<file path="src/rtl/gcdec_pkg.sv">
package gcdec_pkg;

  localparam int NUM_CMDS = 13;
  localparam int MASK_W   = 2;
  localparam int SEL_W    = $clog2(NUM_CMDS);

  // Strobe bit positions; the bench and the brief rely on this order.
  typedef enum logic [SEL_W-1:0] {
    CMD_MODESET  = 4'd0,
    CMD_OPEN     = 4'd1,
    CMD_READ     = 4'd2,
    CMD_FIFOLOAD = 4'd3,
    CMD_RDTRAIN  = 4'd4,
    CMD_WRITE    = 4'd5,
    CMD_WRTRAIN  = 4'd6,
    CMD_CLOSE    = 4'd7,
    CMD_CLOSEALL = 4'd8,
    CMD_REFRESH  = 4'd9,
    CMD_SELFREF  = 4'd10,
    CMD_PDENTER  = 4'd11,
    CMD_PDEXIT   = 4'd12
  } cmdSel_e;

  localparam logic [MASK_W-1:0] MASK_NONE   = MASK_W'(0);
  localparam logic [MASK_W-1:0] MASK_SINGLE = MASK_W'(1);
  localparam logic [MASK_W-1:0] MASK_DOUBLE = MASK_W'(2);

  // Pin patterns {rasN, casN, weN}
  localparam logic [2:0] PAT_MODESET = 3'b000;
  localparam logic [2:0] PAT_REFRESH = 3'b001;
  localparam logic [2:0] PAT_CLOSE   = 3'b010;
  localparam logic [2:0] PAT_OPEN    = 3'b011;
  localparam logic [2:0] PAT_WRITE   = 3'b100;
  localparam logic [2:0] PAT_READ    = 3'b101;

  // Strobes from the control half to the output register half.
  typedef struct packed {
    logic              fire;
    logic              illegal;
    cmdSel_e           sel;
    logic              autoPre;
    logic [MASK_W-1:0] maskKind;
    logic              train;
  } decStrobe_t;

endpackage

</file>
<file path="src/rtl/gcdec_ctrl.sv">
module gcdec_ctrl
  import gcdec_pkg::*;
(
  input  logic       clk,
  input  logic       rstN,
  input  logic       csN,
  input  logic       rasN,
  input  logic       casN,
  input  logic       weN,
  input  logic       ckeN,
  input  logic       selHi,
  input  logic       selMid,
  input  logic       selLo,
  input  logic       addrTrain,
  output decStrobe_t dec
);

  logic       prevCke;
  logic       nopLike;
  logic [2:0] pinPat;

  always_ff @(posedge clk) begin
    if (!rstN) prevCke <= 1'b0;
    else       prevCke <= ckeN;
  end

  assign nopLike = csN | (rasN & casN & weN);
  assign pinPat  = {rasN, casN, weN};

  always_comb begin
    dec          = '0;
    dec.sel      = CMD_MODESET;
    dec.maskKind = MASK_NONE;
    unique case ({prevCke, ckeN})
      2'b01: begin
        if (nopLike) begin
          dec.fire = 1'b1; dec.sel = CMD_PDENTER;
        end else if (pinPat == PAT_REFRESH) begin
          dec.fire = 1'b1; dec.sel = CMD_SELFREF;
        end else begin
          dec.illegal = 1'b1;
        end
      end
      2'b10: begin
        if (nopLike) begin
          dec.fire = 1'b1; dec.sel = CMD_PDEXIT;
        end else begin
          dec.illegal = 1'b1;
        end
      end
      2'b11: begin
        // powered down: pins are not looked at
      end
      default: begin
        if (!nopLike) begin
          unique case (pinPat)
            PAT_MODESET: begin dec.fire = 1'b1; dec.sel = CMD_MODESET; end
            PAT_REFRESH: begin dec.fire = 1'b1; dec.sel = CMD_REFRESH; end
            PAT_OPEN:    begin dec.fire = 1'b1; dec.sel = CMD_OPEN; end
            PAT_CLOSE: begin
              dec.fire = 1'b1;
              dec.sel  = selLo ? CMD_CLOSEALL : CMD_CLOSE;
            end
            PAT_READ: begin
              if (addrTrain) begin
                dec.fire = 1'b1; dec.sel = CMD_READ;
              end else begin
                unique case ({selHi, selMid})
                  2'b00: begin
                    dec.fire = 1'b1; dec.sel = CMD_READ; dec.autoPre = selLo;
                  end
                  2'b10, 2'b11: begin
                    if (selLo) dec.illegal = 1'b1;
                    else begin
                      dec.fire  = 1'b1;
                      dec.train = 1'b1;
                      dec.sel   = selMid ? CMD_RDTRAIN : CMD_FIFOLOAD;
                    end
                  end
                  default: dec.illegal = 1'b1;
                endcase
              end
            end
            PAT_WRITE: begin
              if (selHi && selMid) begin
                if (selLo) dec.illegal = 1'b1;
                else begin
                  dec.fire = 1'b1; dec.train = 1'b1; dec.sel = CMD_WRTRAIN;
                end
              end else begin
                dec.fire     = 1'b1;
                dec.sel      = CMD_WRITE;
                dec.autoPre  = selLo;
                dec.maskKind = selHi ? MASK_DOUBLE : (selMid ? MASK_SINGLE : MASK_NONE);
              end
            end
            default: dec.illegal = 1'b1;
          endcase
        end
      end
    endcase
  end

  // power-down hold decodes nothing
  a_r6_held_quiet: assert property (@(posedge clk) disable iff (!rstN)
    (prevCke && ckeN) |-> (!dec.fire && !dec.illegal));

  // address-training read ignores the select bits
  a_r7_train_read: assert property (@(posedge clk) disable iff (!rstN)
    (addrTrain && !csN && !prevCke && !ckeN && pinPat == PAT_READ)
      |-> (dec.fire && dec.sel == CMD_READ && !dec.autoPre && !dec.train));

endmodule

</file>
<file path="src/rtl/gcdec_outreg.sv">
module gcdec_outreg
  import gcdec_pkg::*;
(
  input  logic                clk,
  input  logic                rstN,
  input  decStrobe_t          dec,
  output logic [NUM_CMDS-1:0] cmdStrobe,
  output logic                illegalCmd,
  output logic                autoPre,
  output logic [MASK_W-1:0]   maskKind,
  output logic                trainActive
);

  logic [NUM_CMDS-1:0] hitVec;

  for (genvar g = 0; g < NUM_CMDS; g++) begin : g_hit
    assign hitVec[g] = dec.fire && (dec.sel == cmdSel_e'(g));
  end

  always_ff @(posedge clk) begin
    if (!rstN) begin
      cmdStrobe   <= '0;
      illegalCmd  <= 1'b0;
      autoPre     <= 1'b0;
      maskKind    <= MASK_NONE;
      trainActive <= 1'b0;
    end else begin
      cmdStrobe   <= hitVec;
      illegalCmd  <= dec.illegal;
      autoPre     <= dec.fire & dec.autoPre;
      maskKind    <= dec.fire ? dec.maskKind : MASK_NONE;
      trainActive <= dec.fire & dec.train;
    end
  end

  a_r9_onehot: assert property (@(posedge clk) disable iff (!rstN)
    $onehot0(cmdStrobe));

  a_r9_reset_clear: assert property (@(posedge clk)
    !rstN |=> (cmdStrobe == '0 && !illegalCmd && !autoPre));

  a_r8_illegal_silent: assert property (@(posedge clk) disable iff (!rstN)
    illegalCmd |-> (cmdStrobe == '0));

  a_r10_autopre_access: assert property (@(posedge clk) disable iff (!rstN)
    autoPre |-> (cmdStrobe[int'(CMD_READ)] || cmdStrobe[int'(CMD_WRITE)]));

  a_r10_mask_write: assert property (@(posedge clk) disable iff (!rstN)
    (maskKind != MASK_NONE) |-> cmdStrobe[int'(CMD_WRITE)]);

  a_r10_train_kind: assert property (@(posedge clk) disable iff (!rstN)
    trainActive |-> (cmdStrobe[int'(CMD_FIFOLOAD)] || cmdStrobe[int'(CMD_RDTRAIN)]
                     || cmdStrobe[int'(CMD_WRTRAIN)]));

endmodule

</file>
<file path="src/rtl/gcdec_top.sv">
module gcdec_top
  import gcdec_pkg::*;
(
  input  logic                clk,
  input  logic                rstN,
  input  logic                csN,
  input  logic                rasN,
  input  logic                casN,
  input  logic                weN,
  input  logic                ckeN,
  input  logic                selHi,
  input  logic                selMid,
  input  logic                selLo,
  input  logic                addrTrain,
  output logic [NUM_CMDS-1:0] cmdStrobe,
  output logic                illegalCmd,
  output logic                autoPre,
  output logic [MASK_W-1:0]   maskKind,
  output logic                trainActive
);

  localparam logic [NUM_CMDS-1:0] PD_MASK =
    (NUM_CMDS'(1) << int'(CMD_PDENTER)) | (NUM_CMDS'(1) << int'(CMD_PDEXIT));

  decStrobe_t dec;

  gcdec_ctrl u_ctrl (
    .clk(clk), .rstN(rstN), .csN(csN), .rasN(rasN), .casN(casN), .weN(weN),
    .ckeN(ckeN), .selHi(selHi), .selMid(selMid), .selLo(selLo),
    .addrTrain(addrTrain), .dec(dec)
  );

  gcdec_outreg u_out (
    .clk(clk), .rstN(rstN), .dec(dec), .cmdStrobe(cmdStrobe),
    .illegalCmd(illegalCmd), .autoPre(autoPre), .maskKind(maskKind),
    .trainActive(trainActive)
  );

  // a deselected edge yields at most a power-state strobe
  a_r1_deselect_quiet: assert property (@(posedge clk) disable iff (!rstN)
    csN |=> (!illegalCmd && (cmdStrobe & ~PD_MASK) == '0));

  // power-down entry only follows a high clock-enable sample
  a_r6_pde_cke: assert property (@(posedge clk) disable iff (!rstN)
    cmdStrobe[int'(CMD_PDENTER)] |-> $past(ckeN));

  // exit only follows a low clock-enable sample
  a_r6_pdx_cke: assert property (@(posedge clk) disable iff (!rstN)
    cmdStrobe[int'(CMD_PDEXIT)] |-> !$past(ckeN));

endmodule

</file>
<file path="config.mk">
export PLATFORM = sky130hd
export DESIGN_NAME = gcdec_top
export DESIGN_NICKNAME = d
export VERILOG_FILES = /design/src/rtl/gcdec_pkg.sv /design/src/rtl/gcdec_ctrl.sv /design/src/rtl/gcdec_outreg.sv /design/src/rtl/gcdec_top.sv
export SDC_FILE = /design/constraint.sdc
export NUM_CORES = 1
export LEC_CHECK = 0
export ABC_AREA = 1
export CAP_MARGIN = 10
export CORE_MARGIN = 5
export CORE_UTILIZATION = 50
export CTS_CLUSTER_SIZE = 30
export DETAILED_ROUTE_END_ITERATION = 12
export PLACE_DENSITY = 0.83
export SLEW_MARGIN = 20
export SYNTH_ARGS = -nofsm -noshare
export SYNTH_HDL_FRONTEND = slang
export SYNTH_SLANG_ARGS = --single-unit
</file>
<file path="constraint.sdc">
create_clock -name clk -period 3.5 [get_ports clk]
set_input_delay 0.525 -clock clk [delete_from_list [all_inputs] [get_ports clk]]
set_output_delay 0.525 -clock clk [all_outputs]
set_load 0.05 [all_outputs]
</file>
==> metrics.md <==
| Metric | Value |
|---|---|
| Clock slew at the register clock pins of the worst setup and hold paths | 0.10 ns |
| DR vias | 1094 |
| Hold_ws | 0.7507 ns |
| Most frequent cells in the layout | nand2_1 (37), clkdlybuf4s50_1 (28), nor2_1 (25) |
| RePlAce Congestion | 0.9382 |
| Setup TNS | 0 ns |
| R2R Path End | u_out.cmdStrobe[6] |
| Cts hold-fix bufs | 0 |
| Core ar. | 1962 sq um |
| Cts repair resizes | 0 |
| Number of global-route vias before repair | 1001 |
| Crit-path max FO | 6 |
| Reg2reg setup slack | 1.87 ns |
| Crit path capture | u_out.cmdStrobe[6] |
| Starting density of the core | 52.23% |
| Synth unique cells | 20 |
| Synth warn | 0 |
| Synth Instances | 147 |
| Total wire length | 2576 microns |
| Clk root buf | clkbuf_4 |
| Arrival @ worst endpoint | 2.29 ns |
| Met1 usage | 20.03% |
| Commonest non-fill, non-tap cell in the layout | nand2_1 |
| Fin area | 1365 sq um |
| Global Route met3 Usage | 4.662% |
| Worst rel slew slack | 65.21% |
| Cell Pwr Density | 311.1 nW/um^2 |
| DRC errors left | 0 |
| Die ar. | 3055 sq um |
| Layout net count | 196 |
| Clock Skews | 0.003448 ns |
| Layout cells sized above 1 | 8.939% |
| FF-to-FF Start | u_ctrl.prevCke |
| Area after DPL | 1339 sq um |
| Site Rows | 16 |
| Port Buf Inserts | 28 |
| Status | finished clean |
| CP startpoint | ckeN |
| Fin cells | 206 |
| Placed cells | 202 |
| Syn-to-layout area delta | 33.21% |
| Setup crit end kind | flip-flop |
| Global route overflow | 0 |
| Die Ht | 55.27 microns |
| Antenna violations before repair | 0 |
| DR iter-0 viols | 42 |
| Clock Sinks | 19 |
| Avg Synthesized Cell Area | 6.971 sq um |
| IR drop worst, VDD | 0.0002207 V |
| First-pass GRT wire length | 4381 microns |
| Clk_lat worst skew | 0.29 ns |
| Inserted Clock Buffers | 3 |
| Worst Path Required | 3.73 ns |
| Global-route usage over all layers | 17.25% |
| Wire per inst | 12.50 microns |
| CP Class | input port to flip-flop |
| Final worst path period share | 58.73% |
| Num ports | 29 |
| CTS tree | built |
| Max-slew violation count | 0 |
| Maximum clock rate | 0.4865 GHz |
| Antenna cells | 0 |
| Hold crit path type | flip-flop to flip-flop |
| Tightest Pin Transition | 0.5202 ns |
| Synth Cell Area | 1025 sq um |
| Number of max-cap violations | 0 |
| Number of routed nets with antenna violations | 0 |
| DIE WIDTH | 55.27 microns |
| Final HPWL DP | 2032 microns |
| Worst Reg2Reg Path Length in Cells | 10 |
| Register area share after synthesis | 37.12% |
| Mapped Nets | 163 |
| TritonRoute pass-1 iters | 4 |
| Critical Path Source Type | input port |
| Largest net degree at the start of global routing | 11 |
| Post-CTS Setup Bufs | 0 |
| Deepest clock path buffer count | 2 |
| Lkg Pwr | 0.6184 nW |
| Htree depth | 1 |
| Final Hold Viols | 0 |
| RSZ-0062 raised after global routing | false |
| Finish-stage setup viols | 0 |
| Yosys reg bits | 19 |
| Via/cell ratio | 5.311 |
| Final core occ | 69.58% |
| GR peak layer | met2 |
| Met2 Track Usage GR | 29.90% |
| Final min period | 2.056 ns |
logic make-up after synthesis:
group / count (synthesis) / synth area share [%]
AO/OA/AOI/OAI: 10 / 6.472
adder cells (fa/ha/maj): 5 / 6.105
buffers and inverters: 18 / 6.593
flip-flops: 19 / 37.12
AND/OR/NAND/NOR: 95 / 43.71
where the power goes:
group          total (mW)  internal, mW  switching (mW)
logic              0.0955        0.0339          0.0616
clock network       0.109        0.0443          0.0647
registers           0.220         0.219         0.00106
per-stage QoR:
step | worst slack (ns) | power [mW]
floorplan | 1.926 | 0.2849
global placement | 1.259 | 0.3149
detailed placement | 1.156 | 0.3179
CTS | 1.458 | 0.4239
global route | 1.192 | 0.4440
finish | 1.444 | 0.4246
state kept, by name (all words and copies together), names as in the netlist:
signal	cells
u_ctrl.prevCke	1
u_out.autoPre	1
u_out.cmdStrobe	13
u_out.illegalCmd	1
u_out.maskKind	2
u_out.trainActive	1
critical path, cell delays in order:
cell and delay [ns]:
clkdlybuf4s50_1 0.47, inv_1 0.14, ha_1 0.30, nand3_1 0.13, a21oi_1 0.21, nand2_1 0.10
nand2_2 0.09, inv_1 0.04, nor2_1 0.08, nand2_1 0.09, nor2_1 0.10
synth_stat cells (all sizes together):
cell type / instances / area share, %
a21oi: 6 / 4.0
dfxtp: 19 / 37
ha: 5 / 6.1
inv: 18 / 6.6
nand2: 44 / 19
nand3: 17 / 9.8
nand4: 4 / 2.4
nor2: 26 / 9.8
nor3: 1 / 0.49
nor3b: 1 / 0.73
nor4: 2 / 1.2
o21a: 1 / 0.73
o21ai: 2 / 0.98
o31ai: 1 / 0.73
worst min path at each step:
stage	startpoint	to	slack (ns)	depth (start not counted)
floorplan	ckeN	u_ctrl.prevCke	0.62	2
global placement	u_ctrl.prevCke	u_out.maskKind[0]	0.69	4
detailed placement	u_ctrl.prevCke	u_out.maskKind[0]	0.71	4
CTS	u_ctrl.prevCke	u_out.maskKind[0]	0.73	4
global route	u_ctrl.prevCke	u_out.maskKind[0]	0.78	4
finish	u_ctrl.prevCke	u_out.maskKind[0]	0.75	4
layout make-up:
cell class	instances	area, sq um
fillers	185	596.8
multi-input cells	110	576.8
flip-flops and latches	19	380.4
repair buffers	28	280.3
inverters	18	67.56
well taps	27	33.78
clock buffers	4	26.28
routing by layer:
metal	wire (microns)	vias to the layer above
li1	-	537
met1	1084	487
met2	1237	62
met3	208	8
met4	46	0
met5	0	-
Note: power is estimated with default switching activity, not from simulation.
